`src/rtl/exc_entry_pkg.sv`:
```
`timescale 1ns/1ps
package exc_entry_pkg;

    localparam int WORD_W = 32;

    // status register bit positions
    localparam int SR_T_BIT  = 0;
    localparam int SR_S_BIT  = 1;
    localparam int SR_IM_LO  = 4;
    localparam int SR_IM_HI  = 7;
    localparam int SR_Q_BIT  = 8;
    localparam int SR_M_BIT  = 9;
    localparam int SR_FD_BIT = 15;
    localparam int SR_BL_BIT = 28;
    localparam int SR_RB_BIT = 29;
    localparam int SR_MD_BIT = 30;

    localparam logic [WORD_W-1:0] SR_IMPL_MASK =
        (WORD_W'(1) << SR_T_BIT)  | (WORD_W'(1) << SR_S_BIT)  |
        (WORD_W'(4'hF) << SR_IM_LO) |
        (WORD_W'(1) << SR_Q_BIT)  | (WORD_W'(1) << SR_M_BIT)  |
        (WORD_W'(1) << SR_FD_BIT) | (WORD_W'(1) << SR_BL_BIT) |
        (WORD_W'(1) << SR_RB_BIT) | (WORD_W'(1) << SR_MD_BIT);

    localparam logic [WORD_W-1:0] SR_ENTRY_SET =
        (WORD_W'(1) << SR_MD_BIT) | (WORD_W'(1) << SR_BL_BIT) |
        (WORD_W'(1) << SR_RB_BIT);

    localparam logic [WORD_W-1:0] SR_IMASK_ALL = WORD_W'(4'hF) << SR_IM_LO;
    localparam logic [WORD_W-1:0] SR_FD_ONLY   = WORD_W'(1) << SR_FD_BIT;

    // request slots, index 0 has the highest rank
    localparam int SLOT_POR  = 0;
    localparam int SLOT_MHIT = 1;
    localparam int SLOT_MRST = 2;
    localparam int SLOT_EXC  = 3;
    localparam int SLOT_TLB  = 4;
    localparam int SLOT_TRAP = 5;
    localparam int SLOT_IRQ  = 6;
    localparam int NUM_SLOTS = 7;

    typedef enum logic [2:0] {
        EV_NONE,
        EV_POR,
        EV_MHIT,
        EV_MRST,
        EV_EXC,
        EV_TLB,
        EV_TRAP,
        EV_IRQ
    } entry_ev_e;

endpackage

```
`src/rtl/exc_req_arb.sv`:
```
`timescale 1ns/1ps
module exc_req_arb #(
    parameter int N = 7
) (
    input  logic [N-1:0] req_vec,
    output logic [N-1:0] grant
);
    // slot 0 wins over every higher-numbered slot
    genvar gi;
    generate
        for (gi = 0; gi < N; gi++) begin : g_rank
            if (gi == 0) begin : g_top
                assign grant[gi] = req_vec[gi];
            end else begin : g_rest
                assign grant[gi] = req_vec[gi] & ~(|req_vec[gi-1:0]);
            end
        end
    endgenerate
endmodule

```
`src/rtl/exc_sr_shaper.sv`:
```
`timescale 1ns/1ps
module exc_sr_shaper
    import exc_entry_pkg::*;
#(
    parameter int W = WORD_W
) (
    input  logic [W-1:0] cur_sr,
    output logic [W-1:0] sr_reset,
    output logic [W-1:0] sr_entry,
    output logic [W-1:0] sr_saved
);
    logic [W-1:0] raised;

    always_comb begin
        raised   = cur_sr | W'(SR_ENTRY_SET);
        sr_entry = raised & W'(SR_IMPL_MASK);
        sr_reset = (raised | W'(SR_IMASK_ALL)) & ~W'(SR_FD_ONLY) & W'(SR_IMPL_MASK);
        sr_saved = cur_sr & W'(SR_IMPL_MASK);
    end
endmodule

```
`src/rtl/exc_cause_fmt.sv`:
```
`timescale 1ns/1ps
module exc_cause_fmt #(
    parameter int W        = 32,
    parameter int IMM_W    = 8,
    parameter int PAGE_LSB = 10
) (
    input  logic [IMM_W-1:0] trap_imm,
    input  logic [W-1:0]     fault_addr,
    input  logic [W-1:0]     cur_pteh,
    output logic [W-1:0]     tra_val,
    output logic [W-1:0]     pteh_val
);
    localparam logic [W-1:0] KEEP_MASK = (W'(1) << PAGE_LSB) - W'(1);

    always_comb begin
        tra_val  = W'(trap_imm) << 2;
        pteh_val = (cur_pteh & KEEP_MASK) | (fault_addr & ~KEEP_MASK);
    end
endmodule

```
`src/rtl/exc_entry_seq.sv`:
```
`timescale 1ns/1ps
module exc_entry_seq
    import exc_entry_pkg::*;
#(
    parameter int                CODE_W     = 12,
    parameter int                IMM_W      = 8,
    parameter int                PAGE_LSB   = 10,
    parameter logic [31:0]       RESET_PC   = 32'hA000_0000,
    parameter logic [31:0]       FPSCR_INIT = 32'h0004_0001,
    parameter logic [31:0]       SR_POR     = 32'h7000_00F0,
    parameter logic [31:0]       OFS_EXC    = 32'h0000_0100,
    parameter logic [31:0]       OFS_TLB    = 32'h0000_0400,
    parameter logic [31:0]       OFS_IRQ    = 32'h0000_0600,
    parameter logic [CODE_W-1:0] CODE_POR   = 12'h000,
    parameter logic [CODE_W-1:0] CODE_MRST  = 12'h020,
    parameter logic [CODE_W-1:0] CODE_MHIT  = 12'h140,
    parameter logic [CODE_W-1:0] CODE_TRAP  = 12'h160
) (
    input  logic              clk,
    input  logic              rst_n,
    input  logic              por_req,
    input  logic              mhit_req,
    input  logic              mrst_req,
    input  logic              exc_req,
    input  logic              tlb_req,
    input  logic              trap_req,
    input  logic              irq_req,
    input  logic [CODE_W-1:0] exc_code,
    input  logic [CODE_W-1:0] tlb_code,
    input  logic [CODE_W-1:0] irq_code,
    input  logic [IMM_W-1:0]  trap_imm,
    input  logic [31:0]       cur_pc,
    input  logic [31:0]       cur_sr,
    input  logic [31:0]       cur_r15,
    input  logic [31:0]       cur_vbr,
    input  logic [31:0]       cur_pteh,
    input  logic [31:0]       fault_addr,
    output logic              pc_we,
    output logic [31:0]       pc_o,
    output logic [31:0]       npc_o,
    output logic              dslot_clr,
    output logic              sr_we,
    output logic [31:0]       sr_o,
    output logic              ssave_we,
    output logic [31:0]       spc_o,
    output logic [31:0]       ssr_o,
    output logic [31:0]       sgr_o,
    output logic              vbr_clr,
    output logic              fpscr_we,
    output logic [31:0]       fpscr_o,
    output logic              expevt_we,
    output logic [CODE_W-1:0] expevt_o,
    output logic              intevt_we,
    output logic [CODE_W-1:0] intevt_o,
    output logic              tra_we,
    output logic [31:0]       tra_o,
    output logic              tea_we,
    output logic [31:0]       tea_o,
    output logic              pteh_we,
    output logic [31:0]       pteh_o
);
    localparam int W = 32;

    typedef struct packed {
        logic              pc_we;
        logic [W-1:0]      pc;
        logic [W-1:0]      npc;
        logic              dslot_clr;
        logic              sr_we;
        logic [W-1:0]      sr;
        logic              ssave_we;
        logic [W-1:0]      spc;
        logic [W-1:0]      ssr;
        logic [W-1:0]      sgr;
        logic              vbr_clr;
        logic              fpscr_we;
        logic [W-1:0]      fpscr;
        logic              expevt_we;
        logic [CODE_W-1:0] expevt;
        logic              intevt_we;
        logic [CODE_W-1:0] intevt;
        logic              tra_we;
        logic [W-1:0]      tra;
        logic              tea_we;
        logic [W-1:0]      tea;
        logic              pteh_we;
        logic [W-1:0]      pteh;
    } upd_t;

    // ---------------- request ranking ----------------
    logic                 bl_set;
    logic                 exc_to_reset;
    logic [NUM_SLOTS-1:0] req_vec;
    logic [NUM_SLOTS-1:0] grant;
    entry_ev_e            ev;

    assign bl_set       = cur_sr[SR_BL_BIT];
    assign exc_to_reset = exc_req & bl_set;

    always_comb begin
        req_vec            = '0;
        req_vec[SLOT_POR]  = por_req;
        req_vec[SLOT_MHIT] = mhit_req;
        req_vec[SLOT_MRST] = mrst_req | exc_to_reset;
        req_vec[SLOT_EXC]  = exc_req & ~bl_set;
        req_vec[SLOT_TLB]  = tlb_req;
        req_vec[SLOT_TRAP] = trap_req;
        req_vec[SLOT_IRQ]  = irq_req;
    end

    exc_req_arb #(.N(NUM_SLOTS)) u_arb (
        .req_vec (req_vec),
        .grant   (grant)
    );

    always_comb begin
        ev = EV_NONE;
        if      (grant[SLOT_POR])  ev = EV_POR;
        else if (grant[SLOT_MHIT]) ev = EV_MHIT;
        else if (grant[SLOT_MRST]) ev = EV_MRST;
        else if (grant[SLOT_EXC])  ev = EV_EXC;
        else if (grant[SLOT_TLB])  ev = EV_TLB;
        else if (grant[SLOT_TRAP]) ev = EV_TRAP;
        else if (grant[SLOT_IRQ])  ev = EV_IRQ;
    end

    // ---------------- value shaping ----------------
    logic [W-1:0] sr_reset_v, sr_entry_v, sr_saved_v;
    logic [W-1:0] tra_v, pteh_v;

    exc_sr_shaper #(.W(W)) u_sr (
        .cur_sr   (cur_sr),
        .sr_reset (sr_reset_v),
        .sr_entry (sr_entry_v),
        .sr_saved (sr_saved_v)
    );

    exc_cause_fmt #(.W(W), .IMM_W(IMM_W), .PAGE_LSB(PAGE_LSB)) u_cause (
        .trap_imm   (trap_imm),
        .fault_addr (fault_addr),
        .cur_pteh   (cur_pteh),
        .tra_val    (tra_v),
        .pteh_val   (pteh_v)
    );

    // ---------------- next-state computation ----------------
    upd_t         upd_d, upd_q;
    logic         is_reset, is_entry, is_fault_page;
    logic [W-1:0] vec_ofs;

    always_comb begin
        is_reset      = (ev == EV_POR) || (ev == EV_MHIT) || (ev == EV_MRST);
        is_entry      = (ev == EV_EXC) || (ev == EV_TLB) ||
                        (ev == EV_TRAP) || (ev == EV_IRQ);
        is_fault_page = (ev == EV_MHIT) || (ev == EV_TLB);

        unique case (ev)
            EV_TLB:  vec_ofs = OFS_TLB;
            EV_IRQ:  vec_ofs = OFS_IRQ;
            default: vec_ofs = OFS_EXC;
        endcase

        upd_d = '0;

        if (is_reset) begin
            upd_d.pc_we     = 1'b1;
            upd_d.pc        = RESET_PC;
            upd_d.npc       = RESET_PC + W'(2);
            upd_d.dslot_clr = 1'b1;
            upd_d.sr_we     = 1'b1;
            upd_d.sr        = (ev == EV_POR) ? SR_POR : sr_reset_v;
            upd_d.vbr_clr   = 1'b1;
            upd_d.expevt_we = 1'b1;
        end

        if (is_entry) begin
            upd_d.pc_we     = 1'b1;
            upd_d.pc        = cur_vbr + vec_ofs;
            upd_d.npc       = cur_vbr + vec_ofs + W'(2);
            upd_d.dslot_clr = 1'b1;
            upd_d.sr_we     = 1'b1;
            upd_d.sr        = sr_entry_v;
            upd_d.ssave_we  = 1'b1;
            upd_d.spc       = cur_pc;
            upd_d.ssr       = sr_saved_v;
            upd_d.sgr       = cur_r15;
            upd_d.expevt_we = (ev != EV_IRQ);
        end

        if (is_fault_page) begin
            upd_d.tea_we  = 1'b1;
            upd_d.tea     = fault_addr;
            upd_d.pteh_we = 1'b1;
            upd_d.pteh    = pteh_v;
        end

        unique case (ev)
            EV_POR: begin
                upd_d.fpscr_we = 1'b1;
                upd_d.fpscr    = FPSCR_INIT;
                upd_d.expevt   = CODE_POR;
            end
            EV_MHIT: upd_d.expevt = CODE_MHIT;
            EV_MRST: upd_d.expevt = CODE_MRST;
            EV_EXC:  upd_d.expevt = exc_code;
            EV_TLB:  upd_d.expevt = tlb_code;
            EV_TRAP: begin
                upd_d.expevt = CODE_TRAP;
                upd_d.tra_we = 1'b1;
                upd_d.tra    = tra_v;
            end
            EV_IRQ: begin
                upd_d.intevt_we = 1'b1;
                upd_d.intevt    = irq_code;
            end
            default: ;
        endcase
    end

    // ---------------- state ----------------
    logic armed_q;

    always_ff @(posedge clk or negedge rst_n) begin
        if (!rst_n) begin
            upd_q           <= '0;
            upd_q.pc_we     <= 1'b1;
            upd_q.pc        <= RESET_PC;
            upd_q.npc       <= RESET_PC + W'(2);
            upd_q.dslot_clr <= 1'b1;
            upd_q.sr_we     <= 1'b1;
            upd_q.sr        <= SR_POR;
            upd_q.vbr_clr   <= 1'b1;
            upd_q.fpscr_we  <= 1'b1;
            upd_q.fpscr     <= FPSCR_INIT;
            upd_q.expevt_we <= 1'b1;
            upd_q.expevt    <= CODE_POR;
            armed_q         <= 1'b0;
        end else begin
            upd_q   <= upd_d;
            armed_q <= 1'b1;
        end
    end

    assign pc_we     = upd_q.pc_we;
    assign pc_o      = upd_q.pc;
    assign npc_o     = upd_q.npc;
    assign dslot_clr = upd_q.dslot_clr;
    assign sr_we     = upd_q.sr_we;
    assign sr_o      = upd_q.sr;
    assign ssave_we  = upd_q.ssave_we;
    assign spc_o     = upd_q.spc;
    assign ssr_o     = upd_q.ssr;
    assign sgr_o     = upd_q.sgr;
    assign vbr_clr   = upd_q.vbr_clr;
    assign fpscr_we  = upd_q.fpscr_we;
    assign fpscr_o   = upd_q.fpscr;
    assign expevt_we = upd_q.expevt_we;
    assign expevt_o  = upd_q.expevt;
    assign intevt_we = upd_q.intevt_we;
    assign intevt_o  = upd_q.intevt;
    assign tra_we    = upd_q.tra_we;
    assign tra_o     = upd_q.tra;
    assign tea_we    = upd_q.tea_we;
    assign tea_o     = upd_q.tea;
    assign pteh_we   = upd_q.pteh_we;
    assign pteh_o    = upd_q.pteh;

    // ---------------- assertions ----------------
    a_r5_npc_step: assert property (@(posedge clk) disable iff (!rst_n)
        pc_we |-> (npc_o == pc_o + 32'd2));

    a_r4_entry_forces_priv: assert property (@(posedge clk) disable iff (!rst_n)
        ssave_we |-> (sr_we && sr_o[SR_MD_BIT] && sr_o[SR_BL_BIT] && sr_o[SR_RB_BIT]));

    a_r8_irq_no_expevt: assert property (@(posedge clk) disable iff (!rst_n)
        intevt_we |-> (!expevt_we && ssave_we));

    a_r3_blocked_exc_resets: assert property (@(posedge clk) disable iff (!rst_n)
        (armed_q && $past(exc_req && cur_sr[SR_BL_BIT]))
            |-> (pc_o == RESET_PC && !ssave_we && vbr_clr));

    a_r7_pteh_page: assert property (@(posedge clk) disable iff (!rst_n)
        pteh_we |-> (tea_we && pteh_o[31:PAGE_LSB] == tea_o[31:PAGE_LSB]));

    a_r10_idle_quiet: assert property (@(posedge clk) disable iff (!rst_n)
        (armed_q && $past(!(por_req || mhit_req || mrst_req || exc_req ||
                            tlb_req || trap_req || irq_req)))
            |-> (!pc_we && !sr_we && !expevt_we && !intevt_we));

    a_r11_sr_mask: assert property (@(posedge clk) disable iff (!rst_n)
        ((sr_o & ~SR_IMPL_MASK) == 32'd0) && ((ssr_o & ~SR_IMPL_MASK) == 32'd0));

    a_r2_reset_no_save: assert property (@(posedge clk) disable iff (!rst_n)
        vbr_clr |-> (pc_o == RESET_PC && !ssave_we));

    a_r12_dslot_with_pc: assert property (@(posedge clk) disable iff (!rst_n)
        (armed_q && $past(por_req || exc_req || irq_req)) |-> (dslot_clr && pc_we));

endmodule

```
`config.mk`:
```
export PLATFORM = sky130hd
export DESIGN_NAME = exc_entry_seq
export DESIGN_NICKNAME = d
export VERILOG_FILES = /design/src/rtl/exc_entry_pkg.sv /design/src/rtl/exc_req_arb.sv /design/src/rtl/exc_sr_shaper.sv /design/src/rtl/exc_cause_fmt.sv /design/src/rtl/exc_entry_seq.sv
export SDC_FILE = /design/constraint.sdc
export NUM_CORES = 1
export LEC_CHECK = 0
export BUFFER_PORTS_ARGS = -buffer_cell sky130_fd_sc_hd__buf_2
export CORE_AREA = 5 5 233 235
export DETAILED_ROUTE_END_ITERATION = 10
export DIE_AREA = 0 0 238 240
export PLACE_DENSITY_LB_ADDON = 0.25
export SYNTH_ARGS = -nofsm -noshare
export SYNTH_HDL_FRONTEND = slang
export SYNTH_SLANG_ARGS = --single-unit
```
`constraint.sdc`:
```
create_clock -name clk -period 1 [get_ports clk]
set_input_delay 0.2 -clock clk [delete_from_list [all_inputs] [get_ports clk]]
set_output_delay 0.2 -clock clk [all_outputs]
set_load 0.01 [all_outputs]
```
==> impl_metrics.toml, run 1 <==
[place]
detailed_place.area_sq_um = 14200
place_congestion = 0.924
hpwl_mm = 34.8
place_inst = 2133
io_buffers = 463

[setup_path]
crit_type = "input port to flop"
max_stage_delay_ps = 400
endpoint_kind = "flop"
critPathLaunchType = "input port"
crit_path_top_delay_cell = "a2111oi_4"
required_ps = 1430
arrival_ps = 3620
critPathMaxFanout = 5
cp-startpoint = "exc_req"
crit_path_cell_trace = "buf_8 -> a2111oi_4 -> inv_2 -> nor2_4 -> buf_6 -> and3_4 -> inv_4 -> fa_2 -> or3b_4 -> or4_1 -> a311o_1 -> a22oi_4 -> nand3_4 -> buf_4 -> o31ai_4 -> o41ai_2"

[final_layout]
layout.nets = 1916
final-seq-area_sq_um = 5750
finalCoreUtilization_pct = 35.5
finalNonFillerCells = 2380
mostFrequentLayoutCell = "buf_2"
final_cell_mix = "buf_2, dfrtp_1, dlygate4sd3_1"
multi_input_area_sq_um = 4060
fillCellCount = 5190
drive_above_1_share_pct = 50.5
synthToLayoutAreaGrowth_pct = 87.3
stdcell_area_sq_um = 18500

[route]
wl_per_cell_um = 18.5
antenna_left = 0
num_vias = 9103
viasPerCell = 3.82
drtPass1Iterations = 4
detail_route.iter0.violations = 334
finalWirelength_mm = 44.1
drc = 0

[global_routing]
grt_max_degree = 49
grt.total_usage_pct = 14.6
antenna_found_initial = 14
overflow = 0
grt_pass1_vias = 9866
grt_pass1_wl_mm = 63.3

[floorplan]
dieArea_sq_um = 57100
ioPinCount = 600
core_area_sq_um = 52000
fp.dieH_um = 240
fp-row-count = 84
start_util_pct = 19.0
die_w_um = 238

[cts]
clockBufferDepth = 3
cts_tree = "built"
clkTransAtPathRegs_ps = 60
h-tree-depth = 1
root_buffer = "clkbuf_16"
cts_sinks = 229
cts_buffers = 28

[sta]
tightest_slew_ps = 600
drv_slew = 0
relSlewSlack_pct = 59.5
fin_tns_setup_ps = -177560
fin_crit_sh_pct = 319
timing.fmax_mhz = 314
finalCriticalPeriod_ps = 3190
setup_ws_ps = -2190
setup_violations = 486
rsz0062_at_grt = "yes"
hold_viol_final = 0

[worst_hold_path]
min-delay-start = "cur_vbr[6]"
hp-class = "input port to flop"

[outcome]
violations = "negative setup slack"
status = "finished, violations left"

[pwr]
vdd_drop_max_v = 0.000938
cellPowerDensity_nw_per_um2 = 1310
leakagePower_nw = 9.31
total_power_mw = 24.3

[yosys]
synthArstFlopShare_pct = 100
syn_area_sq_um = 9870
synth_top_cell_by_area = "dfrtp_1"
synthFlopType = "dfrtp_1"
yosysWarnings = 0
avgSynthCellArea_sq_um = 11.4
seq_area_frac_synth_pct = 58.2
yosysTopAreaCellShare_pct = 54.7
synth_edf_count = 0
synth_area_leaders = "dfrtp_1, buf_4, and2_1"
synthCells = 863
ys_seq_elements = 229
netlist-cell-type-count = 71

[flow_run]
drv_cap = 0
==> logic make-up (layout without fill, tap and decap cells) <==
family | Yosys count | in the layout | synth area share [%]
adders and majority gates | 5 | 5 | 0.710
and+or+nand+nor | 331 | 331 | 19.4
buffers and inverters | 179 | 911 | 11.8
other | 1 | 98 | 0.0380
AOI/OAI and AO/OA | 75 | 75 | 5.87
muxes | 4 | 4 | 0.444
xor gates and xnor gates | 39 | 39 | 3.46
DFF | 229 | 229 | 58.2
==> cells in the mapped netlist, types with 2 or more instances <==
library cell	instances
o2111ai_1	4
and2_1	114
xnor2_1	22
and4_1	3
a21oi_1	8
a221o_1	2
nor2_1	57
nand2b_1	10
and3_1	13
clkbuf_1	25
inv_1	17
xor2_1	17
o31a_1	2
dfrtp_1	216
o21ai_0	14
o21a_1	2
buf_2	8
o31ai_1	5
nor3_1	9
nand2_1	22
nand3_1	11
buf_4	128
nand4b_1	2
a21o_1	4
o211a_1	2
dfstp_2	13
a22o_1	10
nor4b_1	2
ha_1	4
o21bai_1	2
a211oi_1	2
nor2b_1	49
mux2_2	2
nand4_1	10
or3_1	6
nor4_1	6
or4_1	6
==> what timing repair did <==
action                                 4_1_cts  5_1_grt
setup endpoints to repair                  485      488
hold buffers                               171        0
buffers inserted                            16        7
resized for setup                          279       49
endpoints found under the hold margin      397        0
pin swaps                                   44       19
==> cell type report <==
cell class,instances,area share (%)
Sequential cell,229,31.1
Clock inverter,13,1.03
Inverter,17,0.386
Multi-Input combinational cell,548,21.9
Antenna cell,4,0.0541
Tap cell,688,4.65
Clock buffer,39,4.34
Timing Repair Buffer,842,36.5
==> stage by stage <==
stage / worst slack, ps / hold WS [ps]
2_1_floorplan: -2800 / -95.6
5_1_grt: -2310 / 2.69
4_1_cts: -2160 / 0.598
3_3_place_gp: -2950 / 45.5
3_5_place_dp: -3020 / 40.3
6_report: -2190 / 24.2
==> flip-flops by register name, indices dropped and copies added, names as in the netlist <==
signal,count
pteh_we,1
tra_o,8
ssave_we,1
tea_o,10
tra_we,1
npc_o,32
pteh_o,32
spc_o,32
expevt_we,1
pc_o,31
sr_o,10
expevt_o,12
intevt_o,12
fpscr_o,1
intevt_we,1
sgr_o,32
vbr_clr,1
ssr_o,11
==> where the power goes <==
part | internal, mW | leakage, nW | switching [mW]
clock network | 6.65 | 0.487 | 4.18
registers | 9.53 | 3.09 | 0.126
logic | 2.00 | 5.73 | 1.79
==> layer usage <==
| layer | global-route usage, % | wire (um) |
|---|---|---|
| met5 | 0 | 69 |
| met3 | 4.04 | 3450 |
| met4 | 4.12 | 1350 |
| met1 | 16.6 | 16500 |
| met2 | 26.8 | 22700 |
==> worst paths after layout <==
path / endpoint / depth (start not counted)
worst max-delay path: npc_o[30] / 16
worst min-delay path: pc_o[6] / 3
max in group asynchronous: sr_o[4] / 4
min in group asynchronous: sgr_o[24] / 2
==> worst max-delay path, delay by kind of cell <==
family,cells,cell delay (ps)
buf+inv,5,540
compound gates,5,1210
fa+ha+maj,1,390
simple gates,5,1270
No activity file was read; power rests on OpenSTA's default activity.
==> run 2, diff against run 1 <==
--- a/config.mk
+++ b/config.mk
@@ -5,10 +5,11 @@
 export SDC_FILE = /design/constraint.sdc
 export NUM_CORES = 1
 export LEC_CHECK = 0
+export ABC_AREA = 1
 export BUFFER_PORTS_ARGS = -buffer_cell sky130_fd_sc_hd__buf_2
-export CORE_AREA = 5 5 233 235
+export CORE_AREA = 5 5 230 232
 export DETAILED_ROUTE_END_ITERATION = 10
-export DIE_AREA = 0 0 238 240
+export DIE_AREA = 0 0 235 237
 export PLACE_DENSITY_LB_ADDON = 0.25
 export SYNTH_ARGS = -nofsm -noshare
 export SYNTH_HDL_FRONTEND = slang
==> impl_metrics.toml, run 2 <==
[setup_path]
critPathLaunchType = "input port"
crit_type = "input port to flop"
crit_path_cell_trace = "buf_6 -> o21bai_4 -> nor2_4 -> nand2_4 -> nor2_4 -> nor2_4 -> ha_4 -> inv_2 -> fa_2 -> inv_2 -> nand2_2 -> nor2_4 -> nand2_2 -> nor2_4 -> nand3_4 -> nor2_4 -> nand2_2 -> nor3_4 -> nand3_1 -> nand2_1 -> inv_1"
endpoint_kind = "flop"
required_ps = 1430
cp-startpoint = "mrst_req"
crit_top_cell = "nor2_4"
arrival_ps = 2790
critPathMaxFanout = 6
crit_path_top_delay_cell = "fa_2"
max_stage_delay_ps = 440

[yosys]
synthArstFlopShare_pct = 100
yosysTopAreaCellShare_pct = 53.3
synth_top_cell_by_area = "dfrtp_1"
syn_area_sq_um = 10100
synth.most_common_cell = "nor2_1"
netlist-cell-type-count = 39
ys_seq_elements = 229
synthFlopType = "dfrtp_1"
avgSynthCellArea_sq_um = 8.91
synthCells = 1139
synth_common_cells = "nor2_1, inv_1, dfrtp_1"
synth_area_leaders = "dfrtp_1, buf_4, nor2_1"
seq_area_frac_synth_pct = 56.6
synth_edf_count = 0
yosysWarnings = 0

[floorplan]
ioPinCount = 600
fp-row-count = 83
dieArea_sq_um = 55700
core_area_sq_um = 50800
fp.dieH_um = 237
die_w_um = 235
start_util_pct = 20.0

[place]
hpwl_mm = 33.2
place_congestion = 0.844
io_buffers = 463
place_inst = 2390

[global_routing]
grt_max_degree = 40
antenna_found_initial = 8
grt.total_usage_pct = 14.4
overflow = 0
grt_pass1_wl_mm = 62.7
grt_pass1_vias = 10400

[sta]
rsz0062_at_grt = "yes"
drv_slew = 0
holdWs_ps = 62.9
setup_ws_ps = -1360
setup_violations = 346
finalCriticalPeriod_ps = 2360
fin_crit_sh_pct = 236
timing.fmax_mhz = 424
hold_viol_final = 0

[route]
antenna_left = 0
detail_route.iter0.violations = 348
finalWirelength_mm = 43.2
drtPass1Iterations = 5
wl_per_cell_um = 16.3
num_vias = 9919
drc = 0
viasPerCell = 3.73

[pwr]
leakagePower_nw = 10.4
vdd_drop_max_v = 0.000808
total_power_mw = 24.4
cellPowerDensity_nw_per_um2 = 1290

[final_layout]
final_cell_mix = "buf_2, dfrtp_1, inv_1"
drive_above_1_share_pct = 46.6
finalCoreUtilization_pct = 37.2
mostFrequentLayoutCell = "buf_2"
synthToLayoutAreaGrowth_pct = 85.9
finalNonFillerCells = 2659
layout.nets = 2205

[cts]
cts_buffers = 27
root_buffer = "clkbuf_16"
clkTransAtPathRegs_ps = 60
cts_tree = "built"
cts_sinks = 229
clockBufferDepth = 3
h-tree-depth = 1

[worst_hold_path]
hp-class = "input port to flop"
min-delay-start = "cur_vbr[2]"

[outcome]
violations = "negative setup slack"
status = "finished, violations left"

[flow_run]
drv_cap = 0
## run 2: cell types whose count changed in the layout (fill, tap and decap cells not counted), moves of 11 or more
cell,previous run,this run
nand2_1,20,97
nand3_1,8,28
nand3_2,2,15
nor2_1,45,189
nor2_4,7,31
nand2_4,1,12
nand2_2,2,40
nor2_2,5,28
nor2b_1,48,0
inv_2,3,21
inv_1,11,196
and2_1,109,1
xor2_1,12,1
## run 2: power breakdown
group	internal (mW)	switching, mW
sequential	9.53	0.129
combinational	1.97	1.94
clock	6.86	3.98
## run 2: logic make-up (layout without fill, tap and decap cells)
| group | after synthesis | after routing | synth area share (%) |
|---|---|---|---|
| AND/OR/NAND/NOR | 474 | 474 | 20.5 |
| adder cells (fa/ha/maj) | 5 | 5 | 0.691 |
| buffers and inverters | 374 | 1117 | 18.6 |
| other | 1 | 98 | 0.0370 |
| flip-flops | 229 | 229 | 56.6 |
| XOR/XNOR | 4 | 4 | 0.345 |
| AO/OA/AOI/OAI | 52 | 52 | 3.19 |
## run 2: routing by layer
| metal | wire (um) | global-route usage, % | vias up |
|---|---|---|---|
| li1 | - | - | 4791 |
| met1 | 16500 | 16.4 | 4715 |
| met2 | 23100 | 27.1 | 364 |
| met3 | 2960 | 3.70 | 49 |
| met4 | 714 | 2.92 | 0 |
| met5 | 0 | 0 | - |
## run 2: worst paths after layout
| check | endpoint | slack [ps] | cells past startpoint |
|---|---|---|---|
| min in group asynchronous | spc_o[15] | 100 | 2 |
| worst max-delay path | npc_o[25] | -1360 | 21 |
| worst min-delay path | npc_o[2] | 60 | 4 |
| max in group asynchronous | fpscr_o[0] | 290 | 4 |
## run 2: per-stage QoR
stage	TNS [ps]	cell area (sq um)	setup WS (ps)
floorplan	-97180	10800	-1820
global placement	-194360	14200	-2160
detailed placement	-198660	14200	-2210
CTS	-128810	18200	-1350
global route	-139660	18900	-1560
finish	-114890	18900	-1360
## run 2: area by class of cell
type | count | area, sq um
diodes | 4 | 10.0
flip-flops and latches | 229 | 5750
fillers | 5047 | 31900
well taps | 680 | 851
clock buffers | 37 | 763
repair buffers | 844 | 6910
clock inverters | 12 | 214
inverters | 224 | 876
multi-input cells | 629 | 3500
## run 2: worst max-delay path, delay by kind of cell
family                     cells  cell delay, ps
adders and majority gates      2             600
and+or+nand+nor               14            1560
AOI/OAI and AO/OA              1             170
buffers and inverters          4             250
## run 2: timing repair
action,in CTS,in global routing
gates resized for setup,280,108
hold buffers,169,0
cloned,1,5
endpoints found under the hold margin,392,0
pin swaps,42,26
endpoints found under the setup margin,427,423
buffers inserted,29,27
==> run 3, diff against run 2 <==
--- a/config.mk
+++ b/config.mk
@@ -7,9 +7,11 @@
 export LEC_CHECK = 0
 export ABC_AREA = 1
 export BUFFER_PORTS_ARGS = -buffer_cell sky130_fd_sc_hd__buf_2
-export CORE_AREA = 5 5 230 232
+export CELL_PAD_IN_SITES_DETAIL_PLACEMENT = 1
+export CELL_PAD_IN_SITES_GLOBAL_PLACEMENT = 1
+export CORE_AREA = 5 5 229 231
 export DETAILED_ROUTE_END_ITERATION = 10
-export DIE_AREA = 0 0 235 237
+export DIE_AREA = 0 0 234 236
 export PLACE_DENSITY_LB_ADDON = 0.25
 export SYNTH_ARGS = -nofsm -noshare
 export SYNTH_HDL_FRONTEND = slang
==> constraint.sdc (replaced) <==
create_clock -name clk -period 1 [get_ports clk]
set_input_delay 0.1 -clock clk [delete_from_list [all_inputs] [get_ports clk]]
set_output_delay 0.1 -clock clk [all_outputs]
set_load 0.01 [all_outputs]
==> impl_metrics.toml, run 3 (synthesis results as in run 2) <==
[route]
drtPass1Iterations = 4
detail_route.iter0.violations = 250
wl_per_cell_um = 18.0
viasPerCell = 3.84
num_vias = 10200
antenna_left = 0
finalWirelength_mm = 47.7
drc = 0

[setup_path]
crit_path_cell_trace = "buf_6 -> o21bai_4 -> nor2_4 -> nand2_4 -> nor2_4 -> nor2_4 -> ha_4 -> inv_4 -> fa_2 -> inv_2 -> nand2_2 -> nor2_4 -> buf_6 -> nand3_4 -> nor2_4 -> nand3_2 -> nor2_4 -> nand3_4 -> nor2_4 -> nand4_1 -> nand2_1 -> inv_1"
critPathMaxFanout = 5
critPathLaunchType = "input port"
crit_path_top_delay_cell = "fa_2"
max_stage_delay_ps = 430
crit_top_cell = "nor2_4"
required_ps = 1450
arrival_ps = 2670
cp-startpoint = "mrst_req"
critPathTopFamily = "simple AND/OR/NAND/NOR gates"
path_depth = 22
endpoint_kind = "flop"
crit_type = "input port to flop"
crit_buf_inv = 5

[floorplan]
dieArea_sq_um = 55200
die_w_um = 234
fp-row-count = 82
core_area_sq_um = 49900
ioPinCount = 600
fp.dieH_um = 236
start_util_pct = 20.4

[cts]
root_buffer = "clkbuf_16"
cts_tree = "built"
cts_buffers = 29
cts_sinks = 229
ctsHoldBuffers = 179
clockBufferDepth = 3
clkTransAtPathRegs_ps = 60
h-tree-depth = 1

[place]
place_congestion = 0.822
hpwl_mm = 34.4
place_inst = 2383
io_buffers = 463
detailed_place.area_sq_um = 14200

[global_routing]
grt.total_usage_pct = 15.7
antenna_found_initial = 9
grt_max_degree = 46
grt_pass1_vias = 11400
grt_pass1_wl_mm = 67.6
overflow = 0

[worst_hold_path]
min-delay-start = "cur_vbr[22]"
min_path_cells = 4
min_to = "pc_o[22]"
hp-class = "input port to flop"

[final_layout]
finalNonFillerCells = 2658
fillCellCount = 5826
drive_above_1_share_pct = 46.8
mostFrequentLayoutCell = "buf_2"
final_cell_mix = "buf_2, dfrtp_1, buf_6"
synthToLayoutAreaGrowth_pct = 89.6
stdcell_area_sq_um = 19200
layout.nets = 2209

[sta]
fin_tns_setup_ps = -87320
setup_violations = 323
hold_viol_final = 1
holdWs_ps = -20.0
finalCriticalPeriod_ps = 2220
rsz0062_at_grt = "yes"
drv_slew = 0
timing.fmax_mhz = 450
setup_ws_ps = -1220
fin_crit_sh_pct = 222

[outcome]
status = "finished, violations left"
violations = "negative hold slack, negative setup slack"

[pwr]
vdd_drop_max_v = 0.000822
total_power_mw = 24.4
leakagePower_nw = 10.5
cellPowerDensity_nw_per_um2 = 1270

[flow_run]
drv_cap = 0
-- run 3: what timing repair did --
action	4_1_cts	5_1_grt
setup endpoints to repair	446	413
endpoints found under the hold margin	407	1
resized for setup	313	164
pin swaps	50	60
gates cloned	0	1
buffers inserted	30	20
-- run 3: how the worst max path moves through the flow --
stage	to	slack, ps
floorplan	npc_o[25]	-1720
global placement	npc_o[25]	-2150
detailed placement	npc_o[25]	-2240
CTS	npc_o[25]	-1240
global route	npc_o[29]	-1360
finish	npc_o[28]	-1220
-- run 3: layer usage --
metal | global-route usage [%] | vias up | part of all wire [%]
li1 | - | 4803 | -
met1 | 17.1 | 4962 | 37
met2 | 29.5 | 349 | 53
met3 | 3.99 | 86 | 7.3
met4 | 4.47 | 4 | 3.0
met5 | 0 | - | 0.052
-- run 3: worst min-delay path: stages --
cell	delay, ps
buf_2	140
nand2_2	80
buf_4	110
a21oi_4	50
-- run 3: cell type report --
| type | count | area (sq um) | area share (%) |
|---|---|---|---|
| timing repair buffer | 846 | 7080 | 36.8 |
| sequential | 229 | 5750 | 29.9 |
| multi-input combinational | 629 | 3700 | 19.2 |
| inverter | 224 | 880 | 4.57 |
| tap | 672 | 841 | 4.37 |
| clock buffer | 40 | 837 | 4.35 |
| clock inverter | 13 | 141 | 0.735 |
| antenna | 5 | 12.5 | 0.0650 |
-- run 3: through the flow --
| step | setup slack (ps) | utilization, % |
|---|---|---|
| 2_1_floorplan | -1720 | - |
| 3_5_place_dp | -2240 | 28.4 |
| 4_1_cts | -1240 | 37.0 |
| 5_1_grt | -1360 | 38.6 |
| 6_report | -1220 | 38.6 |
| 3_3_place_gp | -2150 | 28.4 |
-- run 3: power breakdown --
group,internal (mW),switching [mW]
sequential,9.53,0.146
combinational,2.05,2.07
clock,6.38,4.25
total,18.0,6.46
